File: src/rtl/pt_xlate_pkg.sv
package pt_xlate_pkg;

    localparam int VA_W      = 14;
    localparam int PA_W      = 12;
    localparam int OFF_W     = 6;
    localparam int VPN_W     = VA_W - OFF_W;
    localparam int PPN_W     = PA_W - OFF_W;
    localparam int MEM_AW    = 16;
    localparam int PTE_W     = 16;
    localparam int ENT_SHIFT = 1;   // entry is 2 bytes

    localparam int PTE_PRESENT_BIT = 15;
    localparam int PTE_READ_BIT    = 14;
    localparam int PTE_WRITE_BIT   = 13;
    localparam int PTE_SUPER_BIT   = 12;

    typedef enum logic [1:0] {
        XS_OK         = 2'b00,
        XS_PAGE_FAULT = 2'b01,
        XS_PROT_FAULT = 2'b10
    } xlate_status_e;

    typedef enum logic [1:0] {
        ST_IDLE,
        ST_ISSUE,
        ST_WAIT,
        ST_REPLY
    } walk_state_e;

    typedef struct packed {
        logic             present;
        logic             can_read;
        logic             can_write;
        logic             super_only;
        logic [PPN_W-1:0] ppn;
    } pte_fields_t;

    typedef struct packed {
        logic [VA_W-1:0]   vaddr;
        logic              is_write;
        logic              is_user;
        logic [MEM_AW-1:0] base;
    } xlate_req_t;

    typedef struct packed {
        logic [PA_W-1:0] paddr;
        xlate_status_e   status;
    } xlate_rsp_t;

    function automatic logic access_denied(input pte_fields_t f,
                                           input logic wr,
                                           input logic usr);
        return (wr && !f.can_write) || (!wr && !f.can_read) || (usr && f.super_only);
    endfunction

endpackage

File: src/rtl/pt_addr_split.sv
module pt_addr_split
    import pt_xlate_pkg::*;
#(
    parameter int P_VA_W      = VA_W,
    parameter int P_OFF_W     = OFF_W,
    parameter int P_MEM_AW    = MEM_AW,
    parameter int P_ENT_SHIFT = ENT_SHIFT
) (
    input  logic [P_VA_W-1:0]          vaddr,
    input  logic [P_MEM_AW-1:0]        base,
    output logic [P_VA_W-P_OFF_W-1:0]  vpn,
    output logic [P_OFF_W-1:0]         offset,
    output logic [P_MEM_AW-1:0]        entry_addr
);
    localparam int L_VPN_W = P_VA_W - P_OFF_W;
    localparam int L_PAD_W = P_MEM_AW - L_VPN_W - P_ENT_SHIFT;

    logic [P_MEM_AW-1:0] scaled_vpn;

    assign vpn    = vaddr[P_VA_W-1:P_OFF_W];
    assign offset = vaddr[P_OFF_W-1:0];

    generate
        if (P_ENT_SHIFT > 0) begin : g_scaled
            assign scaled_vpn = {{L_PAD_W{1'b0}}, vpn, {P_ENT_SHIFT{1'b0}}};
        end else begin : g_unscaled
            assign scaled_vpn = {{L_PAD_W{1'b0}}, vpn};
        end
    endgenerate

    assign entry_addr = base + scaled_vpn;
endmodule

File: src/rtl/pt_perm_check.sv
module pt_perm_check
    import pt_xlate_pkg::*;
(
    input  logic [PTE_W-1:0] pte_word,
    input  logic [OFF_W-1:0] offset,
    input  logic             is_write,
    input  logic             is_user,
    output xlate_rsp_t       result
);
    pte_fields_t fields;
    logic        unused_rsvd;

    assign fields.present    = pte_word[PTE_PRESENT_BIT];
    assign fields.can_read   = pte_word[PTE_READ_BIT];
    assign fields.can_write  = pte_word[PTE_WRITE_BIT];
    assign fields.super_only = pte_word[PTE_SUPER_BIT];
    assign fields.ppn        = pte_word[PPN_W-1:0];
    assign unused_rsvd       = ^pte_word[PTE_SUPER_BIT-1:PPN_W];

    always_comb begin
        result = '{paddr: '0, status: XS_OK};
        if (!fields.present) begin
            result.status = XS_PAGE_FAULT;
        end else if (access_denied(fields, is_write, is_user)) begin
            result.status = XS_PROT_FAULT;
        end else begin
            result.paddr = {fields.ppn, offset};
        end
    end
endmodule

File: src/rtl/pt_walk_ctrl.sv
module pt_walk_ctrl
    import pt_xlate_pkg::*;
(
    input  logic clk,
    input  logic rst,
    input  logic req_valid,
    input  logic rsp_ready,
    input  logic mem_req_ready,
    input  logic mem_rsp_valid,
    output logic req_ready,
    output logic mem_req_valid,
    output logic rsp_valid,
    output logic capture_en,
    output logic result_en
);
    walk_state_e state_q, state_d;

    always_comb begin
        state_d = state_q;
        unique case (state_q)
            ST_IDLE:  if (req_valid)     state_d = ST_ISSUE;
            ST_ISSUE: if (mem_req_ready) state_d = ST_WAIT;
            ST_WAIT:  if (mem_rsp_valid) state_d = ST_REPLY;
            ST_REPLY: if (rsp_ready)     state_d = ST_IDLE;
            default:                     state_d = ST_IDLE;
        endcase
    end

    always_ff @(posedge clk) begin
        if (rst) state_q <= ST_IDLE;
        else     state_q <= state_d;
    end

    assign req_ready     = (state_q == ST_IDLE);
    assign mem_req_valid = (state_q == ST_ISSUE);
    assign rsp_valid     = (state_q == ST_REPLY);
    assign capture_en    = req_ready && req_valid;
    assign result_en     = (state_q == ST_WAIT) && mem_rsp_valid;
endmodule

File: src/rtl/pt_xlate_top.sv
module pt_xlate_top
    import pt_xlate_pkg::*;
(
    input  logic              clk,
    input  logic              rst,
    input  logic [MEM_AW-1:0] pt_base,
    input  logic              req_valid,
    output logic              req_ready,
    input  logic [VA_W-1:0]   req_vaddr,
    input  logic              req_write,
    input  logic              req_user,
    output logic              rsp_valid,
    input  logic              rsp_ready,
    output logic [PA_W-1:0]   rsp_paddr,
    output logic [1:0]        rsp_status,
    output logic              mem_req_valid,
    input  logic              mem_req_ready,
    output logic [MEM_AW-1:0] mem_req_addr,
    input  logic              mem_rsp_valid,
    input  logic [PTE_W-1:0]  mem_rsp_data
);
    xlate_req_t        req_q;
    xlate_rsp_t        rsp_q;
    xlate_rsp_t        check_res;
    logic              capture_en;
    logic              result_en;
    logic [VPN_W-1:0]  vpn;
    logic [OFF_W-1:0]  offset;
    logic [MEM_AW-1:0] entry_addr;
    logic              unused_vpn;

    pt_walk_ctrl u_ctrl (
        .clk           (clk),
        .rst           (rst),
        .req_valid     (req_valid),
        .rsp_ready     (rsp_ready),
        .mem_req_ready (mem_req_ready),
        .mem_rsp_valid (mem_rsp_valid),
        .req_ready     (req_ready),
        .mem_req_valid (mem_req_valid),
        .rsp_valid     (rsp_valid),
        .capture_en    (capture_en),
        .result_en     (result_en)
    );

    always_ff @(posedge clk) begin
        if (rst) begin
            req_q <= '0;
        end else if (capture_en) begin
            req_q <= '{vaddr: req_vaddr, is_write: req_write,
                       is_user: req_user, base: pt_base};
        end
    end

    pt_addr_split u_split (
        .vaddr      (req_q.vaddr),
        .base       (req_q.base),
        .vpn        (vpn),
        .offset     (offset),
        .entry_addr (entry_addr)
    );

    assign unused_vpn   = ^vpn;
    assign mem_req_addr = entry_addr;

    pt_perm_check u_perm (
        .pte_word (mem_rsp_data),
        .offset   (offset),
        .is_write (req_q.is_write),
        .is_user  (req_q.is_user),
        .result   (check_res)
    );

    always_ff @(posedge clk) begin
        if (rst) begin
            rsp_q <= '{paddr: '0, status: XS_OK};
        end else if (result_en) begin
            rsp_q <= check_res;
        end
    end

    assign rsp_paddr  = rsp_q.paddr;
    assign rsp_status = rsp_q.status;
endmodule

File: config.mk
export PLATFORM = sky130hd
export DESIGN_NAME = pt_xlate_top
export DESIGN_NICKNAME = d
export VERILOG_FILES = /design/src/rtl/pt_xlate_pkg.sv /design/src/rtl/pt_addr_split.sv /design/src/rtl/pt_perm_check.sv /design/src/rtl/pt_walk_ctrl.sv /design/src/rtl/pt_xlate_top.sv
export SDC_FILE = /design/constraint.sdc
export NUM_CORES = 1
export LEC_CHECK = 0
export ABC_AREA = 1
export BUFFER_PORTS_ARGS = -buffer_cell sky130_fd_sc_hd__clkbuf_2
export CAP_MARGIN = 20
export CORE_MARGIN = 3
export CORE_UTILIZATION = 46
export DETAILED_ROUTE_END_ITERATION = 10
export GPL_TIMING_DRIVEN = 0
export PLACE_DENSITY = 0.72
export SETUP_SLACK_MARGIN = 0.02
export SYNTH_ARGS = -nofsm -noshare
export SYNTH_HDL_FRONTEND = slang
export SYNTH_HIERARCHICAL = 1
export SYNTH_SLANG_ARGS = --single-unit
File: constraint.sdc
create_clock -name clk -period 3.4 [get_ports clk]
set_input_delay 0.17 -clock clk [delete_from_list [all_inputs] [get_ports clk]]
set_output_delay 0.17 -clock clk [all_outputs]
set_load 0.05 [all_outputs]
Word level (Yosys, flattened, before mapping)
Index checks and enable logic that the tools add are counted.
{ "totals": {"out_inout_bits": 33, "regBits": 48, "input_bits": 54, "word_cells": 36} }
{ "op_classes": {"addsub": 1, "n_eq_ne": 7, "n_reduce_logical": 12, "muxes": 9} }
{ "ops": {"columns": ["op", "count"], "rows": [
  ["$mux 12", 2],
  ["$add 16x9->16", 1],
  ["$mux 2", 6],
  ["$pmux 2 s4", 1],
  ["$logic_and 1x1->1", 5],
  ["$eq 2x2->1 const B", 2],
  ["$ne 2x1->1 const B", 2],
  ["$ne 2x2->1 const B", 2],
  ["$reduce_and 4->1", 1],
  ["$logic_not 1->1", 3],
  ["$eq 2x1->1 const B", 1],
  ["$logic_not 2->1", 1],
  ["$logic_or 1x1->1", 2]
]} }

Logic depth before layout (Yosys ltp)
{ "depth": {"depth_word": 6, "ltp_mapped": 10, "mapped_depth_nobuf": 10} }

Cells and area by module
The synthesis kept the hierarchy.
{ "modules_own_cells": {"columns": ["mod", "seq_area_each_um2", "cells_per_inst", "n_inst", "area_each_um2"], "rows": [
  ["pt_xlate_top", 920.9, 291, 1, 1926.8],
  ["pt_addr_split", 0.0, 147, 1, 772.0],
  ["pt_walk_ctrl", 40.0, 35, 1, 222.7],
  ["pt_perm_check", 0.0, 34, 1, 175.2]
]} }

Worst setup path before layout
No wires, ideal clock.
{ "synth_path": {"path_type": "register -> output", "from": "reg req_q[24] (netlist bit)", "to": "out mem_req_addr[5]", "slack_ns": 1.279, "required_ns": 3.230, "t_arrival_ns": 1.951, "path_buffers": 0, "stages_incl_launch_ff": 7, "path_cell_list": "dfxtp_1 > ha_1 > fa_1 > nand2_1 > nand2_1 > and2_1 > xor2_1"} }
{ "synth_between": {"elab_chain_cells": 1} }
{ "synth_lines": {"columns": ["element", "line", "text"], "rows": [
  ["start: declaration", "pt_xlate_top.sv:22", "xlate_req_t req_q;"],
  ["start signal: assignment", "pt_xlate_top.sv:50", "req_q <= '{vaddr: req_vaddr, is_write: req_write,"],
  ["$add 16x9->16", "pt_addr_split.sv:31", "assign entry_addr = base + scaled_vpn;"],
  ["end: declaration", "pt_xlate_top.sv:18", "output logic [MEM_AW-1:0] mem_req_addr,"]
]} }
Every way passes these cells.

Worst setup path in the final report
{ "layout_path": {"from": "reg req_q[24] (netlist bit)", "to": "out mem_req_addr[11]"} }
Same word-level chain as after synthesis.

==> summary.txt <==
Timing
  • Sum Neg Setup Slack: 0 ns
  • Final hold slack: 0.143 ns
  • Final period util: 0.673
  • Setup-failing EPs final: 0
  • Tmin final: 2.29 ns
  • Hold Vio Cnt, Final: 0
  • RSZ-0062 raised after global routing: no
  • Final Max Slew Viols: 0
  • Fin worst setup slack: 1.11 ns
  • Worst Tran Pin Value: between 0.3 and 0.4 ns
  • Final setup skew: 0.00811 ns
  • Max_slew headroom: 0.779
  • Fmax: 0.437 GHz

Place
  • Number of port buffers: 80
  • DP HPWL: 5360 um
  • Routability cong.: 0.861
  • Post-Place Worst Slack: 1.42 ns
  • DP Area: 3530 um2

Clocking
  • Clk buf depth: 2
  • Clock-pin slew on the worst setup and hold paths: 0.08 ns
  • Root Buffer: clkbuf_8
  • CTS Sinks: 48
  • Number of buffers created by CTS: 5
  • Postcts setup bufs: 0
  • Hold-fix buffers, CTS: 0
  • H-tree Lvls: 2
  • # resized after CTS: 0
  • Worst-Skew Late Latency: 0.30 ns
  • CTS tree: yes

Worst setup path
  • Crit-path most repeated cell: nand2_1
  • Critical path data required time: around 3.2 ns
  • Critical Path AT: approximately 2.1 ns
  • CP startpoint kind: flip-flop
  • Worst path cell trace: ha_1 -> fa_1 -> nand2_1 -> nand2_1 -> nand3_1 -> nand2_1 -> nand2_1 -> nand3_1 -> nand2_1 -> clkbuf_2
  • FF-to-FF path depth: 8
  • Origin of the worst setup path: req_q[24]
  • Reg-to-Reg Start: u_ctrl/state_q[0]
  • CP max stage cell: fa_1
  • Endpoint class of the critical path: primary output
  • Worst R2R End: rsp_paddr[2]
  • R2r setup slk: 2.01 ns
  • Crit-path max FO: 3
  • Worst Path Class, Setup: flip-flop to primary output
  • Critical Path Max Stage Delay: 0.42 ns
  • Critical path destination: mem_req_addr[11]

Detailed routing
  • DRT Pass-1 Iters: 4
  • Via/cell ratio: 4.41
  • Met3 WL: 367 um
  • WL met2: 2940 um
  • Final wirelength: 6610 um
  • # DRC: 0
  • Antenna-violating nets left: 0
  • Vias: ~2900
  • M1 wire length: 3230 um
  • DR WL/cell: 10.0 um
  • Top Layer Used: met4
  • Initial DRC count: 86

Finish
  • Share of cells above drive strength 1: 0.218
  • Multi-input logic area: 1550 um2
  • Final instance area: 3660 um2
  • Reg area: 961 um2
  • Nets: 654
  • Post-layout util: 0.594
  • Fillcell total: between 500 and 600
  • Diodes inserted: 0
  • Area Growth Syn to Fin: 20.5%

Logic synthesis
  • Syn_area_per_cell: 6.09 um2
  • Mapped cell area: 3040 um2
  • Mapped Cells: about 500
  • Synthesized Nets: 567
  • Yosys warns: 6

Power
  • Max VDD drop: 0.524 mV
  • Leakage: 0.00211 uW
  • Pwr Density: 764 nW/um2

Floorplan
  • Die Y-Extent: between 80 and 90 um
  • Die extent in x: 87.3 um
  • Die ar.: around 7600 um2
  • Initial Util: 0.492
  • Row cnt: 28
  • Placeable Area: 6170 um2
  • I/O Pins: 87

Global routing
  • Largest net degree at the start of global routing: 15
  • Antenna violations before repair: 0
  • Number of global-route vias before repair: 2547
  • Overflow after GRT: 0
  • First-pass GRT wire length: between 10000 and 15000 um
  • Gr usage total: 0.181

Min path
  • Worst Hold Class: input port to flip-flop
  • HP Start: pt_base[3]
  • Hold path cells: 5

Status
  • Status: finished, final reports clean

Run
  • Max Cap Viol: 0
==> sequential cells by signal, indices dropped and copies added (netlist names) <==
register,flops
rsp_paddr,12
req_q,32
u_ctrl/state_q,2
rsp_status,2
==> where the power goes <==
| part | total, uW | switching (uW) | internal, uW | leakage (uW) |
|---|---|---|---|---|
| clock | 470 | 180 | 289 | 0.0000642 |
| combinational | 1500 | 1040 | 465 | 0.00165 |
| sequential | 827 | 115 | 712 | 0.000395 |
| total | 2800 | 1330 | 1470 | 0.00211 |
==> layout make-up <==
type                       instances  share of cell area
buffer                            23              0.0574
clock buffer                       5              0.0188
clock inverter                     2              0.0164
inverter                          85              0.0872
multi-input combinational        343               0.423
sequential                        48               0.263
tap                               75              0.0256
timing repair buffer              80               0.109
==> routing by layer <==
layer	track usage	vias to the layer above
met1	0.244	1210
met3	0.0265	7
met4	0.0502	0
met5	0	-
met2	0.301	78
li1	-	1618
==> placed cells by master, fill, tap and decap left out <==
cell,instances
nand2_1,170
nor2_1,110
inv_1,84
clkbuf_2,80
dfxtp_1,48
nand3_1,15
buf_4,13
ha_1,13
buf_6,10
nor2_2,9
xor2_1,6
clkbuf_8,5
nand2_2,5
a21oi_1,3
nand4_1,3
bufinv_16,2
nor2_4,2
inv_2,1
or2_1,1
a21o_2,1
and2_1,1
nor3_1,1
o21bai_1,1
a21boi_0,1
fa_1,1
==> worst max-delay path, delay by kind of cell, from the launching register on <==
family | cells | cell delay [ns]
adder cells (fa/ha/maj) | 2 | 0.67
buffers and inverters | 1 | 0.27
flip-flops | 1 | 0.32
AND/OR/NAND/NOR | 7 | 0.57
==> worst min-delay path by stage <==
stage                             end  slack, ns
floorplan           u_ctrl/state_q[1]       0.33
global route                 req_q[4]       0.14
global placement             req_q[1]       0.45
detailed placement           req_q[4]       0.45
finish                       req_q[3]       0.14
CTS                         req_q[11]       0.13
==> per-stage QoR <==
step,instances,total power [uW]
finish,661,2800
global route,661,3000
CTS,661,2820
detailed placement,654,2350
global placement,654,2320
floorplan,499,2040
(Power assumes the default switching activity.)
